## src/rtl/sguard_pkg.sv

```systemverilog
package sguard_pkg;
  typedef enum logic [1:0] {
    KS_IDLE = 2'd0,
    KS_HALF = 2'd1,
    KS_OPEN = 2'd2
  } key_state_e;

  localparam logic [1:0] A_GUARD = 2'd0;
  localparam logic [1:0] A_KEY   = 2'd1;
  localparam logic [1:0] A_CTRL  = 2'd2;
  localparam logic [1:0] A_FAULT = 2'd3;

  localparam logic [7:0] KEY_A = 8'hCA;
  localparam logic [7:0] KEY_B = 8'h53;

  localparam int NFAULT = 4;
  localparam int RW     = 32;
endpackage

```

## src/rtl/sguard_keyseq.sv

```systemverilog
module sguard_keyseq
  import sguard_pkg::*;
(
  input  logic       clk,
  input  logic       rst_n,
  input  logic       key_we,
  input  logic [7:0] key_val,
  input  logic       relock,
  output logic       armed
);
  key_state_e st_q, st_d;

  always_comb begin
    st_d = st_q;
    if (relock) begin
      st_d = KS_IDLE;
    end else if (key_we) begin
      unique case (st_q)
        KS_HALF: st_d = (key_val == KEY_B) ? KS_OPEN : KS_IDLE;
        default: st_d = (key_val == KEY_A) ? KS_HALF : KS_IDLE;
      endcase
    end
  end

  always_ff @(posedge clk or negedge rst_n) begin
    if (!rst_n) st_q <= KS_IDLE;
    else        st_q <= st_d;
  end

  assign armed = (st_q == KS_OPEN);
endmodule

```

## src/rtl/sguard_eraser.sv

```systemverilog
module sguard_eraser #(
  parameter int DEPTH = 64,
  parameter int AW    = $clog2(DEPTH)
) (
  input  logic          clk,
  input  logic          rst_n,
  input  logic          start,
  output logic          busy,
  output logic          done,
  output logic [AW-1:0] addr
);
  localparam logic [AW-1:0] LAST = AW'(DEPTH - 1);

  logic          busy_d;
  logic [AW-1:0] cnt_q, cnt_d;
  logic          busy_q;

  assign done = busy_q && (cnt_q == LAST);

  always_comb begin
    busy_d = busy_q;
    cnt_d  = cnt_q;
    if (busy_q) begin
      cnt_d = cnt_q + AW'(1);
      if (done) busy_d = 1'b0;
    end else if (start) begin
      busy_d = 1'b1;
      cnt_d  = '0;
    end
  end

  always_ff @(posedge clk or negedge rst_n) begin
    if (!rst_n) begin
      busy_q <= 1'b0;
      cnt_q  <= '0;
    end else begin
      busy_q <= busy_d;
      if (busy_q || start) cnt_q <= cnt_d;
    end
  end

  assign busy = busy_q;
  assign addr = cnt_q;
endmodule

```

## src/rtl/sguard_brk.sv

```systemverilog
module sguard_brk #(
  parameter int N = 4
) (
  input  logic         clk,
  input  logic         rst_n,
  input  logic         set_en,
  input  logic [N-1:0] set_bits,
  input  logic [N-1:0] fault_in,
  output logic [N-1:0] lock_q,
  output logic         brk
);
  logic brk_q, brk_d;

  for (genvar i = 0; i < N; i++) begin : g_lock
    logic lk_d;
    assign lk_d = lock_q[i] | (set_en & set_bits[i]);
    always_ff @(posedge clk or negedge rst_n) begin
      if (!rst_n)      lock_q[i] <= 1'b0;
      else if (set_en) lock_q[i] <= lk_d;
    end
  end

  assign brk_d = |(fault_in & lock_q);

  always_ff @(posedge clk or negedge rst_n) begin
    if (!rst_n) brk_q <= 1'b0;
    else        brk_q <= brk_d;
  end

  assign brk = brk_q;
endmodule

```

## src/rtl/sguard_top.sv

```systemverilog
module sguard_top
  import sguard_pkg::*;
#(
  parameter int DEPTH = 64,
  parameter int PAGES = 32,
  parameter int DW    = 32,
  parameter int AW    = $clog2(DEPTH)
) (
  input  logic          clk,
  input  logic          rst_n,
  input  logic [1:0]    reg_addr,
  input  logic          reg_we,
  input  logic [31:0]   reg_wdata,
  output logic [31:0]   reg_rdata,
  input  logic          wr_req,
  input  logic [AW-1:0] wr_addr,
  input  logic [DW-1:0] wr_data,
  output logic          wr_viol,
  output logic          mem_we,
  output logic [AW-1:0] mem_addr,
  output logic [DW-1:0] mem_wdata,
  input  logic          par_err,
  input  logic [3:0]    fault_in,
  output logic          brk_out
);
  localparam int PW    = $clog2(PAGES);
  localparam int SHIFT = AW - PW;

  logic             wr_guard, wr_key, wr_ctrl, wr_fault;
  logic [PAGES-1:0] guard_q, guard_d;
  logic             flag_q, flag_d;
  logic             viol_q, viol_d;
  logic             armed, busy, done, start;
  logic [AW-1:0]    er_addr;
  logic [PW-1:0]    wr_page;
  logic             hit;
  logic [NFAULT-1:0] lock_q;

  assign wr_guard = reg_we && (reg_addr == A_GUARD);
  assign wr_key   = reg_we && (reg_addr == A_KEY);
  assign wr_ctrl  = reg_we && (reg_addr == A_CTRL);
  assign wr_fault = reg_we && (reg_addr == A_FAULT);

  assign start = wr_ctrl && reg_wdata[0] && armed && !busy;

  sguard_keyseq u_key (
    .clk     (clk),
    .rst_n   (rst_n),
    .key_we  (wr_key),
    .key_val (reg_wdata[7:0]),
    .relock  (done),
    .armed   (armed)
  );

  sguard_eraser #(.DEPTH(DEPTH), .AW(AW)) u_erase (
    .clk   (clk),
    .rst_n (rst_n),
    .start (start),
    .busy  (busy),
    .done  (done),
    .addr  (er_addr)
  );

  sguard_brk #(.N(NFAULT)) u_brk (
    .clk      (clk),
    .rst_n    (rst_n),
    .set_en   (wr_fault),
    .set_bits (reg_wdata[NFAULT-1:0]),
    .fault_in (fault_in),
    .lock_q   (lock_q),
    .brk      (brk_out)
  );

  // page guard: set-only
  assign guard_d = guard_q | reg_wdata[PAGES-1:0];
  always_ff @(posedge clk or negedge rst_n) begin
    if (!rst_n)        guard_q <= '0;
    else if (wr_guard) guard_q <= guard_d;
  end

  // parity flag: set wins over write-1-to-clear
  assign flag_d = par_err | (flag_q & ~(wr_fault & reg_wdata[NFAULT]));
  always_ff @(posedge clk or negedge rst_n) begin
    if (!rst_n) flag_q <= 1'b0;
    else        flag_q <= flag_d;
  end

  // write-request check
  assign wr_page = PW'(wr_addr >> SHIFT);
  assign hit     = guard_q[wr_page];
  assign viol_d  = wr_req && !busy && hit;

  always_ff @(posedge clk or negedge rst_n) begin
    if (!rst_n) viol_q <= 1'b0;
    else        viol_q <= viol_d;
  end
  assign wr_viol = viol_q;

  always_comb begin
    if (busy) begin
      mem_we    = 1'b1;
      mem_addr  = er_addr;
      mem_wdata = '0;
    end else begin
      mem_we    = wr_req && !hit;
      mem_addr  = wr_addr;
      mem_wdata = wr_data;
    end
  end

  always_comb begin
    reg_rdata = '0;
    unique case (reg_addr)
      A_GUARD: reg_rdata[PAGES-1:0] = guard_q;
      A_CTRL:  reg_rdata[2:1]       = {armed, busy};
      A_FAULT: reg_rdata[NFAULT:0]  = {flag_q, lock_q};
      default: reg_rdata            = '0;
    endcase
  end
endmodule

```

## config.mk

```make
export PLATFORM = sky130hd
export DESIGN_NAME = sguard_top
export DESIGN_NICKNAME = d
export VERILOG_FILES = /design/src/rtl/sguard_pkg.sv /design/src/rtl/sguard_keyseq.sv /design/src/rtl/sguard_eraser.sv /design/src/rtl/sguard_brk.sv /design/src/rtl/sguard_top.sv
export SDC_FILE = /design/constraint.sdc
export NUM_CORES = 1
export LEC_CHECK = 0
export BUFFER_PORTS_ARGS = -buffer_cell sky130_fd_sc_hd__buf_2
export CAP_MARGIN = 15
export CORE_MARGIN = 8
export CORE_UTILIZATION = 40
export CTS_CLUSTER_SIZE = 30
export DETAILED_ROUTE_END_ITERATION = 12
export GPL_TIMING_DRIVEN = 0
export PLACE_DENSITY = 0.83
export REMOVE_ABC_BUFFERS = 1
export SLEW_MARGIN = 20
export SYNTH_ARGS = -nofsm -noshare
export SYNTH_HDL_FRONTEND = slang
export SYNTH_SLANG_ARGS = --single-unit
export TNS_END_PERCENT = 5
```

## constraint.sdc

```tcl
create_clock -name clk -period 1.9 [get_ports clk]
set_clock_uncertainty 0.2 [all_clocks]
set_input_delay 0.285 -clock clk [delete_from_list [all_inputs] [get_ports clk]]
set_output_delay 0.285 -clock clk [all_outputs]
set_load 0.01 [all_outputs]
```

==> impl_metrics.csv, run 1 <==
group,metric,value,unit
floorplan,dieArea,9640,sq um
synthesis,synth_top_area_frac,0.444,
synthesis,async_flop_share,1.00,
timing,rsz0062_at_grt,"yes",
setup_path,cp_max_fo,3,
global_routing,antenna_found_initial,0,
setup_path,end_kind,"output pin",
synthesis,syn-cell-area,2700,sq um
floorplan,start_util,0.404,
pwr,swShare,0.271,
min_path,hold_path_class,"in -> reg",
timing,setup_viol_count_final,8,
routing,vias,2639,
floorplan,core_area,6680,sq um
pwr,p_per_area,571,nW/um^2
placement,io_buffers,153,
timing,period_share,1.12,
placement,dpl.hpwl,6410,um
final_layout,fill_cells,588,
global_routing,grt_max_degree,51,
pwr,p_leak,1.93,nW
cts,cts-root-buf,"clkbuf_8",
timing,finalHoldViolations,0,
pwr,p_comb_frac,0.245,
synthesis,ys_top_cells_by_count,"48 x dfrtp_1, 36 x nor2b_1, 33 x a21o_1",
setup_path,arrival,1.64,ns
pwr,power_frac_seq,0.483,
cts,clk_pin_slew_worst_paths,0.08,ns
timing,relSlewSlack,0.603,
synthesis,ys.flop_type,"dfrtp_1",
final_layout,multi_input_area,1480,sq um
pwr,power_switching,616,uW
final_layout,finalNetCount,526,
global_routing,first_global_vias,2801,
synthesis,yosys.area.top_type,"dfrtp_1",
cts,htreeDepth,2,
timing,slew_violations,0,
pwr,clockPowerShare,0.272,
placement,gp_congestion,0.834,
global_routing,grt_pass1_wl,13900,um
synthesis,ys_types,35,
final_layout,drive_above_1_share,0.420,
setup_path,path_class,"reg -> out",
pwr,p_int,1.66,mW
timing,worstMarginPinSlew,0.595,ns
synthesis,yosysMostFrequentCell,"dfrtp_1",
placement,place_ws,-1.06,ns
cts,clock_path_buffers,2,
final_layout,num_antenna_cells,0,
setup_path,critPathSlowestCell,"dfrtp_1",
routing,viasPerCell,5.08,
job,drv_cap,0,
synthesis,yosys_warnings,0,
global_routing,overflow,0,
setup_path,critPathMaxStageDelay,0.39,ns
run_status,violations,"setup timing",
final_layout,areaGrowthSynthToFinish,47.3,%
final_layout,final_core_util,0.596,
floorplan,pin_count,154,
timing,period_needed,2.12,ns
routing,post_drt_wl_per_cell,16.6,um
synthesis,yosysSeqAreaShare,0.444,
setup_path,path_cells,"mux2i_1 > a2111oi_4 > a22oi_2 > a41o_1 > buf_6",
synthesis,synth_seq_cells,48,
setup_path,crit_required,1.41,ns
synthesis,synth_edf_count,0,
cts,clk_latency,0.29,ns
synthesis,avgSynthCellArea,10.2,sq um
final_layout,regArea,1200,sq um
setup_path,cp-start-kind,"register",
global_routing,grt_use_total,0.173,
timing,fmaxAchievable,471,MHz
routing,final_antenna_net_count,0,
cts,cts.sinks,48,
cts,cts-buffers-inserted,5,
routing,route.detailed.drc,0,
floorplan,core.rowCount,30,
floorplan,die_w,98.2,um
synthesis,synthCells,265,
run_status,outcome,"complete, but fails checks",
timing,finalWorstSetupSlack,-0.224,ns
routing,drt_wl_total,8620,um
synthesis,yosys-top-cells-area,"dfrtp_1 44%, a21o_1 9.2%, nor2b_1 8.3%",
cts,cts_tree,"built",
routing,dr.pass1.iters,4,
routing,drt-initial-drc-count,94,
floorplan,die_h,98.2,um
pwr,peakVddDrop,0.000499,V
-- registers in the layout, summed over array words and instances (netlist names) --
signal / cells
flag_q: 1
u_brk.brk: 1
u_erase.addr: 6
wr_viol: 1
u_key.st_q: 2
u_brk.lock_q: 4
u_erase.busy: 1
guard_q: 32
-- placed cells by master, fill, tap and decap left out, types with 6 or more instances in the layout --
cell type        n
buf_2          146
a22oi_1          7
clkbuf_8         6
buf_4            7
nor2b_1         35
a21o_1          33
and2_1          28
nand2_1          8
dfrtp_1         47
nor2_1          10
mux2i_1         16
dlygate4sd3_1   25
-- path summary, 6_finish.rpt --
kind,from,cells after the start,slack (ns),endpoint
worst max-delay path,guard_q[1]$_DFFE_PN0P_,5,-0.22,mem_we
worst min-delay path,reg_wdata[15],2,0.003,guard_q[15]$_DFFE_PN0P_
worst max register to register,guard_q[1]$_DFFE_PN0P_,6,0.10,wr_viol$_DFF_PN0_
worst min register to register,guard_q[12]$_DFFE_PN0P_,1,0.28,guard_q[12]$_DFFE_PN0P_
max in group asynchronous,rst_n,2,0.72,u_erase.busy$_DFF_PN0_
min in group asynchronous,rst_n,2,0.33,u_brk.lock_q[3]$_DFFE_PN0N_
-- kinds of logic (layout without fill, tap and decap cells) --
family | count (synthesis) | in the layout | share of synthesized area
AOI/OAI and AO/OA | 67 | 67 | 0.187
xor gates and xnor gates | 2 | 2 | 0.00648
adders and majority gates | 6 | 6 | 0.0278
buffers and inverters | 20 | 195 | 0.0310
DFF | 48 | 48 | 0.444
muxes | 23 | 23 | 0.0884
and+or+nand+nor | 99 | 99 | 0.214
-- stage by stage --
stage / cell area, sq um / cells / setup TNS, ns / power (mW) / hold WS [ns]
floorplan: 2630 / 249 / -4.44 / 1.33 / -0.211
global placement: 3500 / 482 / -46.58 / 1.59 / 0.255
detailed placement: 3500 / 482 / -45.24 / 1.60 / 0.258
CTS: 3930 / 519 / -1.40 / 2.29 / 0.000811
global route: 3980 / 520 / -1.87 / 2.38 / 0.00659
finish: 3980 / 520 / -1.26 / 2.27 / 0.00301
-- what timing repair did --
action,in CTS,in global routing
cloned,0,0
buffers inserted,5,0
resized for setup,15,6
hold endpoints to repair,24,48
pin swaps,5,3
hold buffers,24,1
endpoints found under the setup margin,104,14
-- power by group through the flow --
| stage | clock [mW] | combinational, mW | sequential [mW] |
|---|---|---|---|
| after floorplan | 0 | 0.219 | 1.11 |
| after global placement | 0 | 0.472 | 1.12 |
| after detailed placement | 0 | 0.480 | 1.12 |
| after CTS | 0.639 | 0.549 | 1.10 |
| after global routing | 0.666 | 0.609 | 1.11 |
| final | 0.618 | 0.556 | 1.10 |
-- final cells by class --
type                       count  share of cell area
clock buffer                   8              0.0226
inverter                       4             0.00377
multi-input combinational    197               0.372
sequential                    48               0.303
tap                           80              0.0251
timing repair buffer         183               0.274
-- per-layer routing --
metal / vias up / GRT usage / wire [um]
met5: - / 0 / 0
met4: 0 / 0.0307 / 78
met3: 9 / 0.0633 / 823
met2: 120 / 0.321 / 4350
met1: 1235 / 0.183 / 3380
li1: 1275 / - / -
-- critical path: cells and delay by family, from the launching register on --
| kind | cells | cell delay, ns |
|---|---|---|
| AOI/OAI and AO/OA | 3 | 0.69 |
| DFF | 1 | 0.39 |
| muxes | 1 | 0.14 |
| buffers and inverters | 1 | 0.12 |
No activity file was read; power rests on OpenSTA's default activity.
==> run 2: changes to the inputs <==
Settings changed: CTS_CLUSTER_SIZE 30 to 20, PLACE_DENSITY 0.83 to 0.82, SYNTH_HIERARCHICAL from default to 1.
==> run 2 against run 1 <==
  * The flow still finishes with violations (setup timing)
  * Fmax fell by 3.4%
  * Count of clock-buffer cells in the layout fell by 3
  * Final cell count rose by 4.0%
  * Sequential share of layout area fell by 1.6 points
  * Synthesized cell count rose by 0.75%
  * Sequential power barely moved
  * Die area rose by 2.0%
  * Clock power rose by 20%
  * First-iteration DRC count rose by 9.6%
  * Largest cell class unchanged
  * Largest power group unchanged
  * Highest routed layer unchanged
==> impl_metrics.csv, run 2 <==
group,metric,value,unit
global_routing,grt_pass1_wl,14700,um
final_layout,drive_above_1_share,0.445,
timing,fmaxAchievable,455,MHz
synthesis,yosys_warnings,6,
setup_path,end_kind,"output pin",
routing,drt-initial-drc-count,103,
timing,slew_violations,0,
synthesis,yosys-top-cells-area,"dfrtp_1 43%, a21o_1 10%, nor2b_1 7.5%",
timing,relSlewSlack,0.589,
routing,vias,2773,
routing,dr.pass1.iters,4,
floorplan,dieArea,9840,sq um
timing,worstMarginPinSlew,0.616,ns
final_layout,finalNetCount,547,
run_status,outcome,"complete, but fails checks",
final_layout,largest_register_ff_count,32,
final_layout,stdcell_count,541,
pwr,p_leak,2.04,nW
timing,finalWorstSetupSlack,-0.298,ns
pwr,swShare,0.272,
final_layout,num_antenna_cells,0,
global_routing,grt_max_degree,49,
floorplan,die_h,99.2,um
placement,dpl.hpwl,6660,um
cts,clock_path_buffers,2,
synthesis,ys.flop_type,"dfrtp_1",
routing,drt_wl_total,9460,um
synthesis,async_flop_share,1.00,
global_routing,overflow,0,
global_routing,grt_use_total,0.183,
timing,period_needed,2.20,ns
timing,rsz0062_at_grt,"yes",
timing,setup_viol_count_final,8,
synthesis,yosysSeqAreaShare,0.434,
setup_path,r2r_start,"guard_q[23]$_DFFE_PN0P_",
synthesis,yosys.area.top_type,"dfrtp_1",
setup_path,reg2reg_to,"wr_viol$_DFF_PN0_",
routing,route.detailed.drc,0,
synthesis,ys_types,42,
synthesis,synth_seq_cells,48,
synthesis,syn-cell-area,2770,sq um
pwr,power_switching,672,uW
floorplan,core.rowCount,30,
placement,io_buffers,153,
job,drv_cap,0,
routing,final_antenna_net_count,0,
setup_path,cp-start-kind,"register",
cts,cts-root-buf,"clkbuf_8",
pwr,p_int,1.80,mW
setup_path,arrival,1.71,ns
placement,dpl_cell_area,3570,sq um
run_status,violations,"setup timing",
min_path,hold_path_class,"in -> reg",
pwr,power_frac_seq,0.445,
pwr,p_per_area,589,nW/um^2
global_routing,antenna_found_initial,0,
final_layout,fin_area,4200,sq um
setup_path,crit_required,1.41,ns
pwr,peakVddDrop,0.000470,V
final_layout,regMostFlops,"guard_q",
cts,clk_latency,0.30,ns
setup_path,critical_path.endpoint,"mem_we",
final_layout,fill_cells,578,
final_layout,mostFrequentLayoutCell,"buf_2",
synthesis,yosysMostFrequentCell,"dfrtp_1",
setup_path,rr_worst_depth,12,
cts,cts-buffers-inserted,5,
global_routing,first_global_vias,2906,
floorplan,start_util,0.410,
placement,dp_cells,487,
synthesis,synthCells,267,
floorplan,die_w,99.2,um
cts,clk_pin_slew_worst_paths,0.09,ns
setup_path,reg2reg_slack,-0.22,ns
placement,gp_congestion,0.846,
timing,finalHoldViolations,0,
cts,htreeDepth,2,
floorplan,pin_count,154,
routing,viasPerCell,5.13,
routing,post_drt_wl_per_cell,17.5,um
pwr,p_comb_frac,0.254,
final_layout,areaGrowthSynthToFinish,51.7,%
setup_path,path_class,"reg -> out",
setup_path,cp_max_fo,3,
synthesis,synth_edf_count,0,
final_layout,final_core_util,0.621,
cts,cts_tree,"built",
cts,cts.sinks,48,
synthesis,ys_top_cells_by_count,"48 x dfrtp_1, 37 x a21o_1, 33 x nor2b_1",
final_layout,final_cell_mix,"148 x buf_2, 47 x dfrtp_1, 37 x a21o_1, 33 x nor2b_1, 29 x and2_1",
synthesis,avgSynthCellArea,10.4,sq um
pwr,clockPowerShare,0.301,
timing,period_share,1.16,
setup_path,startpoint,"guard_q[10]$_DFFE_PN0P_",
synthesis,synth_top_area_frac,0.434,
floorplan,core_area,6760,sq um
[run 2: cell families after synthesis]
kind of cell | share of synthesized area
adder cells (fa/ha/maj) | 0.0271
XOR/XNOR | 0.00317
multiplexers | 0.0859
buffers and inverters | 0.0330
AO/OA/AOI/OAI | 0.178
flip-flops | 0.434
AND/OR/NAND/NOR | 0.239
[run 2: what timing repair did]
| item | 4_1_cts | 5_1_grt |
|---|---|---|
| pin swaps | 7 | 5 |
| hold buffers | 25 | 1 |
| endpoints found under the setup margin | 70 | 9 |
| hold endpoints to repair | 25 | 48 |
| gates resized for setup | 21 | 4 |
| buffers inserted | 16 | 4 |
[run 2: how the worst min path moves through the flow]
stage                                    to  cells after the start                     from
floorplan                  flag_q$_DFF_PN0_                      0                    rst_n
global placement    guard_q[15]$_DFFE_PN0P_                      1  guard_q[15]$_DFFE_PN0P_
detailed placement   guard_q[5]$_DFFE_PN0P_                      1   guard_q[5]$_DFFE_PN0P_
CTS                 guard_q[21]$_DFFE_PN0P_                      2            reg_wdata[21]
global route        guard_q[21]$_DFFE_PN0P_                      2            reg_wdata[21]
finish              guard_q[21]$_DFFE_PN0P_                      2            reg_wdata[21]
[run 2: layer usage]
| layer | wire, um | vias to the layer above | part of all wire | global-route usage |
|---|---|---|---|---|
| met5 | 0 | - | 0 | 0 |
| met4 | 33 | 0 | 0.0035 | 0.0279 |
| met3 | 769 | 4 | 0.081 | 0.0580 |
| met2 | 4920 | 118 | 0.52 | 0.333 |
| met1 | 3730 | 1340 | 0.39 | 0.206 |
| li1 | - | 1311 | - | - |
[run 2: through the flow]
stage / setup WS (ns) / setup TNS (ns) / total power, mW / hold WS, ns
floorplan: -0.251 / -4.97 / 1.33 / -0.211
finish: -0.298 / -1.15 / 2.47 / 0.0108
CTS: -0.245 / -0.837 / 2.46 / 0.00304
detailed placement: -1.03 / -41.99 / 1.60 / 0.263
global placement: -0.884 / -52.07 / 1.59 / 0.255
global route: -0.335 / -1.61 / 2.58 / 0.00933
[run 2: final cells by class]
| cell class | count | area (sq um) | share of cell area |
|---|---|---|---|
| multi-input cells | 203 | 1530 | 0.365 |
| repair buffers | 200 | 1250 | 0.297 |
| flip-flops and latches | 48 | 1200 | 0.286 |
| well taps | 80 | 100 | 0.0238 |
| clock buffers | 5 | 68.8 | 0.0164 |
| clock inverters | 3 | 42.5 | 0.0101 |
| inverters | 2 | 7.51 | 0.00179 |
[run 2: power by group through the flow]
| stage | logic (mW) | registers [mW] | clock network [mW] |
|---|---|---|---|
| floorplan | 0.215 | 1.11 | 0 |
| global placement | 0.470 | 1.12 | 0 |
| CTS | 0.604 | 1.10 | 0.757 |
| finish | 0.628 | 1.10 | 0.743 |
| detailed placement | 0.478 | 1.12 | 0 |
| global route | 0.679 | 1.11 | 0.796 |
[run 2: critical path: stages (launching register included)]
cell,delay [ns]
dfrtp_1,0.40
mux2i_1,0.21
nand2_1,0.08
and3_1,0.21
a31oi_2,0.18
a31o_1,0.19
buf_2,0.14
